--- src/rtl/sp_misc_pkg.sv ---
package sp_misc_pkg;

    typedef enum logic [2:0] {
        OP_SGNJ   = 3'd0,
        OP_SGNJN  = 3'd1,
        OP_SGNJX  = 3'd2,
        OP_CLASS  = 3'd3,
        OP_MVX    = 3'd4,
        OP_RSVD5  = 3'd5,
        OP_RSVD6  = 3'd6,
        OP_RSVD7  = 3'd7
    } op_e;

    typedef enum logic [0:0] {
        S_IDLE = 1'b0,
        S_DONE = 1'b1
    } state_e;

    localparam int CLS_W     = 10;
    localparam int CLS_NINF  = 0;
    localparam int CLS_NNORM = 1;
    localparam int CLS_NSUB  = 2;
    localparam int CLS_NZERO = 3;
    localparam int CLS_PZERO = 4;
    localparam int CLS_PSUB  = 5;
    localparam int CLS_PNORM = 6;
    localparam int CLS_PINF  = 7;
    localparam int CLS_SNAN  = 8;
    localparam int CLS_QNAN  = 9;

endpackage

--- src/rtl/sp_unbox.sv ---
module sp_unbox #(
    parameter int XLEN = 64,
    parameter int SW   = 32,
    parameter int EXPW = 8
) (
    input  logic [XLEN-1:0] raw,
    output logic [SW-1:0]   val
);
    localparam int FRACW = SW - 1 - EXPW;
    localparam logic [SW-1:0] CANON_QNAN =
        {1'b0, {EXPW{1'b1}}, 1'b1, {(FRACW-1){1'b0}}};

    logic is_boxed;

    always_comb begin
        is_boxed = &raw[XLEN-1:SW];
        val      = is_boxed ? raw[SW-1:0] : CANON_QNAN;
    end
endmodule

--- src/rtl/sp_sgninj.sv ---
module sp_sgninj #(
    parameter int SW = 32
) (
    input  logic [SW-1:0] opa,
    input  logic [SW-1:0] opb,
    input  logic [1:0]    mode,
    output logic [SW-1:0] res
);
    logic new_sign;

    always_comb begin
        unique case (mode)
            2'd0:    new_sign = opb[SW-1];
            2'd1:    new_sign = ~opb[SW-1];
            2'd2:    new_sign = opa[SW-1] ^ opb[SW-1];
            default: new_sign = opa[SW-1];
        endcase
        res = {new_sign, opa[SW-2:0]};
    end
endmodule

--- src/rtl/sp_classify.sv ---
module sp_classify
    import sp_misc_pkg::*;
#(
    parameter int SW   = 32,
    parameter int EXPW = 8
) (
    input  logic [SW-1:0]    val,
    output logic [CLS_W-1:0] cls
);
    localparam int FRACW = SW - 1 - EXPW;

    logic             sgn;
    logic [EXPW-1:0]  expo;
    logic [FRACW-1:0] frac;
    logic             exp_ones, exp_zero, frac_zero;

    always_comb begin
        sgn       = val[SW-1];
        expo      = val[SW-2:FRACW];
        frac      = val[FRACW-1:0];
        exp_ones  = &expo;
        exp_zero  = ~|expo;
        frac_zero = ~|frac;
        cls       = '0;
        if (exp_ones && !frac_zero) begin
            if (frac[FRACW-1]) cls[CLS_QNAN] = 1'b1;
            else               cls[CLS_SNAN] = 1'b1;
        end else if (exp_ones) begin
            if (sgn) cls[CLS_NINF] = 1'b1;
            else     cls[CLS_PINF] = 1'b1;
        end else if (exp_zero && frac_zero) begin
            if (sgn) cls[CLS_NZERO] = 1'b1;
            else     cls[CLS_PZERO] = 1'b1;
        end else if (exp_zero) begin
            if (sgn) cls[CLS_NSUB] = 1'b1;
            else     cls[CLS_PSUB] = 1'b1;
        end else begin
            if (sgn) cls[CLS_NNORM] = 1'b1;
            else     cls[CLS_PNORM] = 1'b1;
        end
    end
endmodule

--- src/rtl/sp_misc_unit.sv ---
module sp_misc_unit
    import sp_misc_pkg::*;
#(
    parameter int XLEN = 64,
    parameter int SW   = 32,
    parameter int EXPW = 8
) (
    input  logic            clk,
    input  logic            rst,
    input  logic            valid,
    input  logic [2:0]      op_sel,
    input  logic [XLEN-1:0] a_in,
    input  logic [XLEN-1:0] b_in,
    output logic [XLEN-1:0] fp_res,
    output logic [XLEN-1:0] int_res,
    output logic            done
);
    localparam int NOPND = 2;
    localparam int UPW   = XLEN - SW;
    localparam int FRACW = SW - 1 - EXPW;
    localparam logic [SW-2:0] QNAN_LOW = {{EXPW{1'b1}}, 1'b1, {(FRACW-1){1'b0}}};

    logic [XLEN-1:0]  raw_arr [NOPND];
    logic [SW-1:0]    opnd    [NOPND];
    logic [SW-1:0]    inj_res;
    logic [CLS_W-1:0] cls_code;
    logic [XLEN-1:0]  fp_nxt, int_nxt;
    state_e           state_q, state_d;
    op_e              op;

    assign raw_arr[0] = a_in;
    assign raw_arr[1] = b_in;
    assign op         = op_e'(op_sel);

    for (genvar g = 0; g < NOPND; g++) begin : g_unbox
        sp_unbox #(.XLEN(XLEN), .SW(SW), .EXPW(EXPW)) unbox_i (
            .raw (raw_arr[g]),
            .val (opnd[g])
        );
    end

    sp_sgninj #(.SW(SW)) sgninj_i (
        .opa  (opnd[0]),
        .opb  (opnd[1]),
        .mode (op_sel[1:0]),
        .res  (inj_res)
    );

    sp_classify #(.SW(SW), .EXPW(EXPW)) classify_i (
        .val (opnd[0]),
        .cls (cls_code)
    );

    // Result selection
    always_comb begin
        fp_nxt  = '0;
        int_nxt = '0;
        unique case (op)
            OP_SGNJ, OP_SGNJN, OP_SGNJX: fp_nxt = {{UPW{1'b1}}, inj_res};
            OP_CLASS: int_nxt = {{(XLEN-CLS_W){1'b0}}, cls_code};
            OP_MVX:   int_nxt = {{UPW{a_in[SW-1]}}, a_in[SW-1:0]};
            default: begin
                fp_nxt  = '0;
                int_nxt = '0;
            end
        endcase
    end

    // Next-state logic
    always_comb begin
        state_d = state_q;
        unique case (state_q)
            S_IDLE:  state_d = valid ? S_DONE : S_IDLE;  // GO / WAIT
            S_DONE:  state_d = valid ? S_DONE : S_IDLE;  // AGAIN / REST
            default: state_d = S_IDLE;
        endcase
    end

    // State register
    always_ff @(posedge clk) begin
        if (rst) state_q <= S_IDLE;
        else     state_q <= state_d;
    end

    // Output registers
    always_ff @(posedge clk) begin
        if (rst) begin
            fp_res  <= '0;
            int_res <= '0;
        end else if (valid) begin
            fp_res  <= fp_nxt;
            int_res <= int_nxt;
        end
    end

    assign done = (state_q == S_DONE);

    AST_DONE_FOLLOWS_VALID: assert property (@(posedge clk) disable iff (rst)
        valid |=> done);
    AST_DONE_HAS_CAUSE: assert property (@(posedge clk) disable iff (rst)
        done |-> $past(valid));
    AST_UNBOXED_SUBST: assert property (@(posedge clk) disable iff (rst)
        (valid && op_sel <= 3'd2 && !(&a_in[XLEN-1:SW]))
        |=> fp_res[SW-2:0] == QNAN_LOW);
    AST_CLASS_ONEHOT: assert property (@(posedge clk) disable iff (rst)
        (valid && op_sel == 3'd3)
        |=> ($countones(int_res[CLS_W-1:0]) == 1 && int_res[XLEN-1:CLS_W] == '0));
    AST_MVX_SIGNEXT: assert property (@(posedge clk) disable iff (rst)
        (valid && op_sel == 3'd4)
        |=> int_res[XLEN-1:SW] == {UPW{$past(a_in[SW-1])}});
    AST_FP_BOXED: assert property (@(posedge clk) disable iff (rst)
        (valid && op_sel <= 3'd2) |=> &fp_res[XLEN-1:SW]);
endmodule

--- config.mk ---
export PLATFORM = sky130hd
export DESIGN_NAME = sp_misc_unit
export DESIGN_NICKNAME = d
export VERILOG_FILES = /design/src/rtl/sp_misc_pkg.sv /design/src/rtl/sp_unbox.sv /design/src/rtl/sp_sgninj.sv /design/src/rtl/sp_classify.sv /design/src/rtl/sp_misc_unit.sv
export SDC_FILE = /design/constraint.sdc
export NUM_CORES = 1
export LEC_CHECK = 0
export ABC_CLOCK_PERIOD_IN_PS = 3000
export BUFFER_PORTS_ARGS = -buffer_cell sky130_fd_sc_hd__buf_2
export CORE_ASPECT_RATIO = 1.2
export CORE_MARGIN = 2
export CORE_UTILIZATION = 40
export CTS_CLUSTER_SIZE = 28
export DETAILED_ROUTE_END_ITERATION = 7
export PLACE_DENSITY = 0.72
export SLEW_MARGIN = 20
export SYNTH_ARGS = -nofsm -noshare
export SYNTH_HDL_FRONTEND = slang
export SYNTH_HIERARCHICAL = 1
export SYNTH_SLANG_ARGS = --single-unit
export TNS_END_PERCENT = 100
--- constraint.sdc ---
create_clock -name clk -period 3 [get_ports clk]
set_input_delay 0.15 -clock clk [delete_from_list [all_inputs] [get_ports clk]]
set_output_delay 0.15 -clock clk [all_outputs]
set_load 0.02 [all_outputs]
=== After elaboration in Yosys (flattened, before gate mapping) ===
Cells that the tools add are included.

* Add/sub/neg operators: 0
* Multipliers: 0
* Divide/modulo/power cells: 0
* $lt $le $gt $ge: 0
* Equality and inequality tests: 6
* Shift operators: 0
* Muxes and demuxes: 22
* Bitwise gates (word level): 2
* Reduce and logical (&&, ||, !) cells: 12

{| class="wikitable"
|+ Operators with widths
! kind !! count
|-
| 64-bit one-hot mux with 2 select lines || 1
|-
| 32-bit 2-to-1 mux || 2
|-
| 64-bit 2-to-1 mux || 1
|-
| 32-bit AND reduction || 2
|-
| 23-bit OR reduction || 1
|-
| 1-bit 2-to-1 mux || 11
|-
| 2-bit 2-to-1 mux || 4
|-
| 8-bit 2-to-1 mux || 1
|-
| 8-bit AND reduction || 1
|-
| 8-bit OR reduction || 1
|-
| 3-bit by 2-bit == test with 1-bit output, second input constant || 2
|-
| 6-bit 2-to-1 mux || 1
|-
| 3-bit by 1-bit == test with 1-bit output, second input constant || 1
|-
| 3-bit == test, second input constant || 1
|-
| 3-bit zero test || 1
|-
| 1-bit one-hot mux with 3 select lines || 1
|-
| 3-bit OR reduction || 1
|-
| 2-bit by 1-bit == test with 1-bit output, second input constant || 1
|-
| 2-bit == test, second input constant || 1
|-
| 1-bit logical AND || 2
|-
| 1-bit zero test || 2
|-
| 2-bit zero test || 1
|-
| 1-bit NOT || 1
|-
| 1-bit XOR || 1
|}

* Register bits: 129
* Bits in latches: 0
* Bits in writable memories: 0
* Memory bits (read-only): 0
* Input bits: 134
* Output and inout port bits: 129
* Memories kept: 0

=== Depth between registers and ports, before layout ===
Gate-level depths: netlist of the first run.

* Word-level depth: 9
* Depth in mapped cells: 10
* Depth with buffers taken out: 8

=== Hierarchy ===
The synthesis of the first run kept the hierarchy.

{| class="wikitable"
|+ Modules (own cells, without submodules)
! module !! times used !! cells each !! area an instance (sq um)
|-
| sp_misc_unit || 1 || 278 || 2901.5
|-
| sp_unbox || 2 || 71 || 399.1
|-
| sp_sgninj || 1 || 37 || 276.5
|-
| sp_classify || 1 || 29 || 220.2
|}

=== Worst setup path after synthesis of the first run ===
Ideal clock, no wire load.

* Path kind: input -> register
* Start: input a_in[34]
* End: register int_res[1]
* Data arrival time: 2.239 ns
* Slack: 0.640 ns
* Cell stages on the path: 9
* Path buffers: 1
* Path through: nand4_1 or4_4 buf_6 or3_1 nor4_2 nand2_1 and3_1 a221oi_2 nor3_2

{| class="wikitable"
|+ RTL lines
! item !! line !! text
|-
| from (decl) || sp_misc_unit.sv:12 || <nowiki>input logic [XLEN-1:0] a_in,</nowiki>
|-
| to (signal assigned) || sp_misc_unit.sv:92 || <nowiki>int_res <= int_nxt;</nowiki>
|-
| to (decl) || sp_misc_unit.sv:15 || <nowiki>output logic [XLEN-1:0] int_res,</nowiki>
|}

==> impl_metrics.tcl, run 1 <==
set metrics [dict create \
    register_area_um2 1321 \
    final_common_cell "buf_2" \
    drive_gt1_share_pct 52.78 \
    die_h_um 112.1 \
    period_minus_slack_ps 2493 \
    grt_pass1_vias 3372 \
    overflow 0 \
    drtAntennaViolNets 0 \
    synthCells 429 \
    cpMaxStageDelayCell "or4_4" \
    die-area_um2 10550 \
    grt_pass1_wl_um 16550 \
    slew_violations 0 \
    drc_errors 0 \
    detail_route.first_pass.iterations 4 \
    path_buf_inv 1 \
    diodes 0 \
    avgSynthCellArea_um2 9.079 \
    cp-start-kind "primary input" \
    gp_congestion 0.8403 \
    ff2ff_setup_slack_ps 1880 \
    track_usage_pct 20.07 \
    finalPower_mw 2.346 \
    cp_max_fo 20 \
    hp-class "primary input to flop" \
    clk_path_buf_depth 2 \
    clock_latency_ps 330 \
    placementRows 39 \
    cp_cell_sequence "buf_2 > nand4_1 > or4_4 > or3_2 > nor4_2 > nand3b_1 > nor3_1 > a221oi_2 > nor3_2" \
    cts_sinks 66 \
    hold_violations 0 \
    cts_buffers 9 \
    crit_family "simple AND/OR/NAND/NOR gates" \
    power_density_nw_per_um2 504.4 \
    start_util_pct 40.93 \
    drt-vias-per-instance 5.260 \
    cp.required_ps 3260 \
    synth_nets 563 \
    slowest_delay_ps 680 \
    hold_ws_ps 42.92 \
    syn-cell-area_um2 3895 \
    final_cell_mix "buf_2 (231), dfxtp_1 (66), nor2_1 (44)" \
    area_delta_synth_final_pct 19.43 \
    critPathKind "primary input to flop" \
    antenna_found_initial 1 \
    wl_per_cell_um 15.73 \
    num-fill-cells 943 \
    clock.fmax_mhz 401.1 \
    die_w_um 94.08 \
    drtIter0Drc 162 \
    period_share_pct 83.11 \
    cts_root_buf "clkbuf_16" \
    port_buffers 231 \
    cts_hold_buf 0 \
    post-cts-setup-buffers 0 \
    fin_nets 686 \
    relSlewSlack_pct 43.04 \
    ys_warn_count 6 \
    setup_violations 0 \
    num_vias 3577 \
    cp-end-kind "flop" \
    max-vdd-ir-drop_mv 0.2560 \
    cts_tree "done" \
    htreeDepth 3 \
    ios 263 \
    cts_resized 0 \
    critPathArrivalTime_ps 2750 \
    coreArea_um2 9515 \
    rsz0062_at_grt "no" \
    hpwl_um 8019 \
    wl_um 10700 \
    drv_cap 0 \
    multi_input_area_um2 1546 \
    outcome "completed" \
    clk_pin_slew_worst_paths_ps 60 \
    worst_pin_slew_ps 853.2 \
    p_leak_nw 2.328 \
    fin_tns_setup_ps 0 \
    grt_max_degree 44 \
    skew_ps 0 \
]
[per-layer routing]
| layer | GRT usage, % | wire length [µm] | vias up | share of wire [%] |
|---|---|---|---|---|
| li1 | - | - | 1699 | - |
| met1 | 23.01 | 4088 | 1661 | 38 |
| met2 | 34.10 | 5388 | 188 | 50 |
| met3 | 5.436 | 820 | 27 | 7.7 |
| met4 | 9.855 | 380 | 2 | 3.6 |
| met5 | 0 | 17 | - | 0.16 |
[sequential cells by signal (all words and copies together) (netlist names)]
name / flops
fp_res: 33
int_res: 32
done: 1
[layout make-up]
type	instances	area share [%]
clock inverters	6	1.910
repair buffers	238	25.98
well taps	123	3.308
flip-flops and latches	66	28.40
multi-input cells	212	33.24
inverters	25	2.017
clock buffers	10	5.137
[final timing paths]
check / startpoint / end / cells past startpoint
setup reg to reg: fp_res[62] / fp_res[62] / 2
setup / recovery: a_in[34] / int_res[4] / 9
hold / removal: a_in[14] / int_res[14] / 2
hold reg to reg: int_res[13] / int_res[13] / 1
[worst register-to-register path: stages, from the launching register on]
cell and delay, ps:
dfxtp_1 750, a22oi_1 190, nor2_1 120
[power by group]
| group | internal, mW | switching (mW) |
|---|---|---|
| registers | 0.896 | 0.0150 |
| logic | 0.112 | 0.177 |
| clock network | 0.751 | 0.395 |
[through the flow]
stage                     setup WS [ps]  cell area (µm²)  utilization (%)  std cells
final                             506.7             4652            48.89        680
after global routing              369.2             4652            48.89        680
after CTS                         504.6             4649            48.86        680
after detailed placement          175.8             4322            45.42        664
after global placement            284.8             4322            45.42        664
after floorplan                   639.7             3895                -        429
Power figures use the tool's default switching activity.
==> run 2, diff against run 1 <==
--- a/config.mk
+++ b/config.mk
@@ -5,7 +5,7 @@
 export SDC_FILE = /design/constraint.sdc
 export NUM_CORES = 1
 export LEC_CHECK = 0
-export ABC_CLOCK_PERIOD_IN_PS = 3000
+export ABC_CLOCK_PERIOD_IN_PS = 2400
 export BUFFER_PORTS_ARGS = -buffer_cell sky130_fd_sc_hd__buf_2
 export CORE_ASPECT_RATIO = 1.2
 export CORE_MARGIN = 2
==> constraint.sdc (replaced) <==
create_clock -name clk -period 2.4 [get_ports clk]
set_input_delay 0.12 -clock clk [delete_from_list [all_inputs] [get_ports clk]]
set_output_delay 0.12 -clock clk [all_outputs]
set_load 0.02 [all_outputs]
==> run 2 against run 1 <==
Against the previous run:
- combinational power increased by 27%
- wire length rose by 2.9%
- sequential power rose by 25%
- clock power increased by 13%
- non-clock buffer count increased by 28
- sequential cell count stayed put
- critical endpoint is now int_res[6]
- largest power group unchanged
- highest routed layer is now met4
==> impl_metrics.tcl, run 2 (same netlist as run 1, synthesis figures left out) <==
set metrics [dict create \
    hp-class "primary input to flop" \
    die-area_um2 10550 \
    cts_sinks 66 \
    drv_cap 0 \
    num_vias 3662 \
    max-vdd-ir-drop_mv 0.2967 \
    reg2regPathDepth 2 \
    cts_resized 0 \
    period_minus_slack_ps 2288 \
    skew_ps 0 \
    die_h_um 112.1 \
    worst_pin_slew_ps 869.8 \
    overflow 0 \
    cp-startpoint "a_in[34]" \
    ff2ff_setup_slack_ps 1290 \
    htreeDepth 3 \
    antenna_found_initial 0 \
    reg2reg_to "fp_res[62]" \
    placementRows 39 \
    period_share_pct 95.35 \
    gp_congestion 0.8521 \
    top_register "fp_res" \
    cts_buffers 9 \
    rsz0062_at_grt "no" \
    drtIter0Drc 161 \
    port_buffers 231 \
    hold_violations 0 \
    final_cell_mix "buf_2 (231), dfxtp_1 (66), nor2_1 (44)" \
    design_area_um2 4828 \
    cp.required_ps 2660 \
    wl_per_cell_um 15.55 \
    hold_path_end "int_res[62]" \
    cpMaxStageDelayCell "or4_4" \
    cts_hold_buf 0 \
    largest_reg_flops 33 \
    track_usage_pct 20.69 \
    coreArea_um2 9515 \
    drt-vias-per-instance 5.172 \
    fin_tns_setup_ps 0 \
    start_util_pct 40.93 \
    final_common_cell "buf_2" \
    clock_latency_ps 330 \
    critPathKind "primary input to flop" \
    drive_gt1_share_pct 54.70 \
    clock.fmax_mhz 437.0 \
    cts_root_buf "clkbuf_16" \
    slew_violations 0 \
    outcome "completed" \
    hpwl_um 8327 \
    cp_cell_sequence "buf_2 > nand4_1 > or4_4 > or3_2 > and4_1 > and2_1 > a211oi_1 > buf_4 > a221oi_2 > nor3_2" \
    p_leak_nw 2.465 \
    fin_nets 714 \
    fin_cells 708 \
    hold_depth 2 \
    grt_max_degree 44 \
    place_area_um2 4532 \
    cts_tree "done" \
    worstReg2RegStart "fp_res[62]" \
    grt_pass1_wl_um 16920 \
    pre_cts_ws_ps -190.2 \
    wl_um 11010 \
    cp_max_fo 11 \
    cp-start-kind "primary input" \
    cp-end-kind "flop" \
    diodes 0 \
    post-cts-setup-buffers 0 \
    clk_path_buf_depth 2 \
    slowest_delay_ps 610 \
    area_delta_synth_final_pct 23.96 \
    drc_errors 0 \
    die_w_um 94.08 \
    power_density_nw_per_um2 581.4 \
    critPathArrivalTime_ps 2540 \
    setup_violations 0 \
    drtAntennaViolNets 0 \
    fin_ws_ps 111.6 \
    clk_pin_slew_worst_paths_ps 60 \
    dp.cells 692 \
    min_from "a_in[31]" \
    ios 263 \
    detail_route.first_pass.iterations 4 \
    grt_pass1_vias 3436 \
    relSlewSlack_pct 41.93 \
]
-- run 2: cell types whose count changed in the layout (fill, tap and decap cells not counted) --
cell        delta
buf_4         +28
bufinv_16      -1
clkbuf_1       +1
clkinv_2       +2
clkinv_4       +1
clkinvlp_4     -2
inv_6          -1
nand2_1        +1
nand2_2        -1
-- run 2: stage by stage --
stage	total power [mW]	utilization, %	hold WS (ps)
final	2.807	50.74	20.18
after global routing	2.910	50.74	21.51
after CTS	2.832	50.74	12.20
after detailed placement	1.532	47.63	359.4
after global placement	1.524	47.63	355.2
after floorplan	1.406	-	252.6
-- run 2: how the worst max path moves through the flow --
| stage | end | slack, ps | cells past startpoint |
|---|---|---|---|
| 2_1_floorplan | int_res[1] | 70 | 9 |
| 3_5_place_dp | int_res[6] | -190 | 10 |
| 3_3_place_gp | int_res[7] | -170 | 9 |
| 4_1_cts | int_res[6] | 140 | 10 |
| 5_1_grt | int_res[8] | 40 | 11 |
| 6_report | int_res[6] | 110 | 10 |
-- run 2: report_power, final --
group | internal [mW] | leakage, nW | switching (mW)
Sequential | 1.12 | 0.536 | 0.0197
Combinational | 0.141 | 1.78 | 0.226
Clock | 0.828 | 0.149 | 0.472
Total | 2.09 | 2.46 | 0.717
-- run 2: critical path: cells and delay by family --
family | cells | cell delay (ps)
AO/OA/AOI/OAI | 2 | 350
AND/OR/NAND/NOR | 6 | 1810
buffers and inverters | 2 | 260
-- run 2: layout make-up --
cell class / count / area (µm²)
multi-input cells: 212 / 1544
well taps: 123 / 153.9
flip-flops and latches: 66 / 1321
clock inverters: 5 / 53.80
clock buffers: 11 / 242.7
repair buffers: 266 / 1419
fillers: 923 / 4687
inverters: 25 / 93.84
-- run 2: metal layers --
layer	track usage (%)	vias to the layer above	wire length, µm	share of wire (%)
met3	4.094	25	703	6.4
li1	-	1755	-	-
met5	0	-	0	0
met4	11.69	0	401	3.6
met2	35.67	181	5453	50
met1	23.58	1701	4449	40
==> run 3, diff against run 2 <==
--- a/config.mk
+++ b/config.mk
@@ -5,7 +5,7 @@
 export SDC_FILE = /design/constraint.sdc
 export NUM_CORES = 1
 export LEC_CHECK = 0
-export ABC_CLOCK_PERIOD_IN_PS = 2400
+export ABC_CLOCK_PERIOD_IN_PS = 2900
 export BUFFER_PORTS_ARGS = -buffer_cell sky130_fd_sc_hd__buf_2
 export CORE_ASPECT_RATIO = 1.2
 export CORE_MARGIN = 2
==> constraint.sdc (replaced) <==
create_clock -name clk -period 2.9 [get_ports clk]
set_input_delay 0.145 -clock clk [delete_from_list [all_inputs] [get_ports clk]]
set_output_delay 0.145 -clock clk [all_outputs]
set_load 0.02 [all_outputs]
==> run 3 against run 2 <==
Against the previous run:
- global-route usage is 1.0 points lower
- cell count is 3.8% lower
- setup slack better by 340 ps
- cell area is 3.2% lower
- clock skew stayed put
- highest routed layer unchanged
==> impl_metrics.tcl, run 3 (same netlist as run 1, synthesis figures left out) <==
set metrics [dict create \
    num_vias 3543 \
    clk_pin_slew_worst_paths_ps 60 \
    period_share_pct 84.57 \
    cp.required_ps 3150 \
    outcome "completed" \
    clk_path_buf_depth 2 \
    cts_buffers 9 \
    detail_route.first_pass.iterations 4 \
    final_common_cell "buf_2" \
    critPathKind "primary input to flop" \
    reg2regPathDepth 2 \
    cts_root_buf "clkbuf_16" \
    drtAntennaViolNets 0 \
    switching_share_pct 24.13 \
    drt-vias-per-instance 5.203 \
    p_switching_uw 597.9 \
    worst_pin_slew_ps 870.0 \
    largest_reg_flops 33 \
    p_int_mw 1.880 \
    wl_per_cell_um 15.49 \
    fin_tns_setup_ps 0 \
    cts_sinks 66 \
    gp_congestion 0.8531 \
    hold_depth 2 \
    grt_max_degree 44 \
    hpwl_um 7962 \
    drtIter0Drc 133 \
    grt_pass1_wl_um 16330 \
    die_w_um 94.08 \
    cp_max_fo 20 \
    track_usage_pct 19.67 \
    placementRows 39 \
    post-cts-setup-buffers 0 \
    design_area_um2 4674 \
    p_leak_nw 2.336 \
    rsz0062_at_grt "no" \
    pwr-share-comb_pct 12.1 \
    finalPower_mw 2.478 \
    multi_input_area_um2 1546 \
    top_register "fp_res" \
    clock_latency_ps 320 \
    clock.fmax_mhz 407.8 \
    cts_tree "done" \
    cts_resized 0 \
    num-fill-cells 914 \
    hold_violations 0 \
    area_delta_synth_final_pct 20.01 \
    period_minus_slack_ps 2452 \
    fin_nets 687 \
    power_density_nw_per_um2 530.1 \
    slew_violations 0 \
    final_cell_mix "buf_2 (231), dfxtp_1 (66), nor2_1 (44)" \
    diodes 0 \
    wl_um 10550 \
    cts_hold_buf 0 \
    antenna_found_initial 0 \
    drv_cap 0 \
    coreArea_um2 9515 \
    drc_errors 0 \
    ios 263 \
    die_h_um 112.1 \
    drive_gt1_share_pct 52.87 \
    die-area_um2 10550 \
    register_area_um2 1321 \
    grt_pass1_vias 3303 \
    overflow 0 \
    start_util_pct 40.93 \
    cp-end-kind "flop" \
    pre_cts_ws_ps 125.6 \
    critPathArrivalTime_ps 2710 \
    pwr-share-clk_pct 49.9 \
    place_area_um2 4329 \
    relSlewSlack_pct 41.91 \
    setup_violations 0 \
    cp-start-kind "primary input" \
    hp-class "primary input to flop" \
    fin_ws_ps 447.6 \
    hold_ws_ps 50.28 \
    htreeDepth 3 \
    pwr-share-seq_pct 38.0 \
    max-vdd-ir-drop_mv 0.2287 \
    skew_ps 0 \
    port_buffers 231 \
]
-- run 3: worst max-delay path, cell delays in order --
cell and delay (ps):
buf_2 80, nand4_1 80, or4_4 680, or3_2 550, nor4_2 430, nand3b_1 150
nor3_1 300, a221oi_2 110, nor3_2 170
-- run 3: cell type report --
class / count / area share [%]
tap: 123 / 3.292
timing repair buffer: 239 / 26.02
clock buffer: 9 / 4.818
inverter: 25 / 2.007
multi-input combinational: 212 / 33.08
clock inverter: 7 / 2.516
sequential: 66 / 28.27
-- run 3: stage by stage --
| step | utilization, % | instances |
|---|---|---|
| 6_report | 49.13 | 681 |
| 5_1_grt | 49.13 | 681 |
| 4_1_cts | 49.10 | 681 |
| 3_5_place_dp | 45.50 | 665 |
| 3_3_place_gp | 45.50 | 665 |
| 2_1_floorplan | - | 429 |
-- run 3: power groups by stage --
stage	Sequential, mW	Combinational, mW	Clock (mW)
4_1_cts	0.943	0.301	1.26
3_3_place_gp	0.961	0.297	0
5_1_grt	0.945	0.326	1.31
3_5_place_dp	0.962	0.301	0
6_report	0.942	0.300	1.24
2_1_floorplan	0.986	0.177	0
-- run 3: final timing paths --
kind / start / end / slack (ps)
worst max-delay path: a_in[34] / int_res[4] / 450
worst min-delay path: a_in[31] / int_res[62] / 50
worst max register to register: fp_res[62] / fp_res[62] / 1780
worst min register to register: int_res[13] / int_res[13] / 470
-- run 3: metal layers --
| metal | wire length, µm | track usage, % | up-vias |
|---|---|---|---|
| met5 | 0 | 0 | - |
| li1 | - | - | 1704 |
| met1 | 4117 | 22.70 | 1620 |
| met3 | 865 | 4.295 | 20 |
| met4 | 320 | 8.309 | 0 |
| met2 | 5242 | 34.67 | 199 |
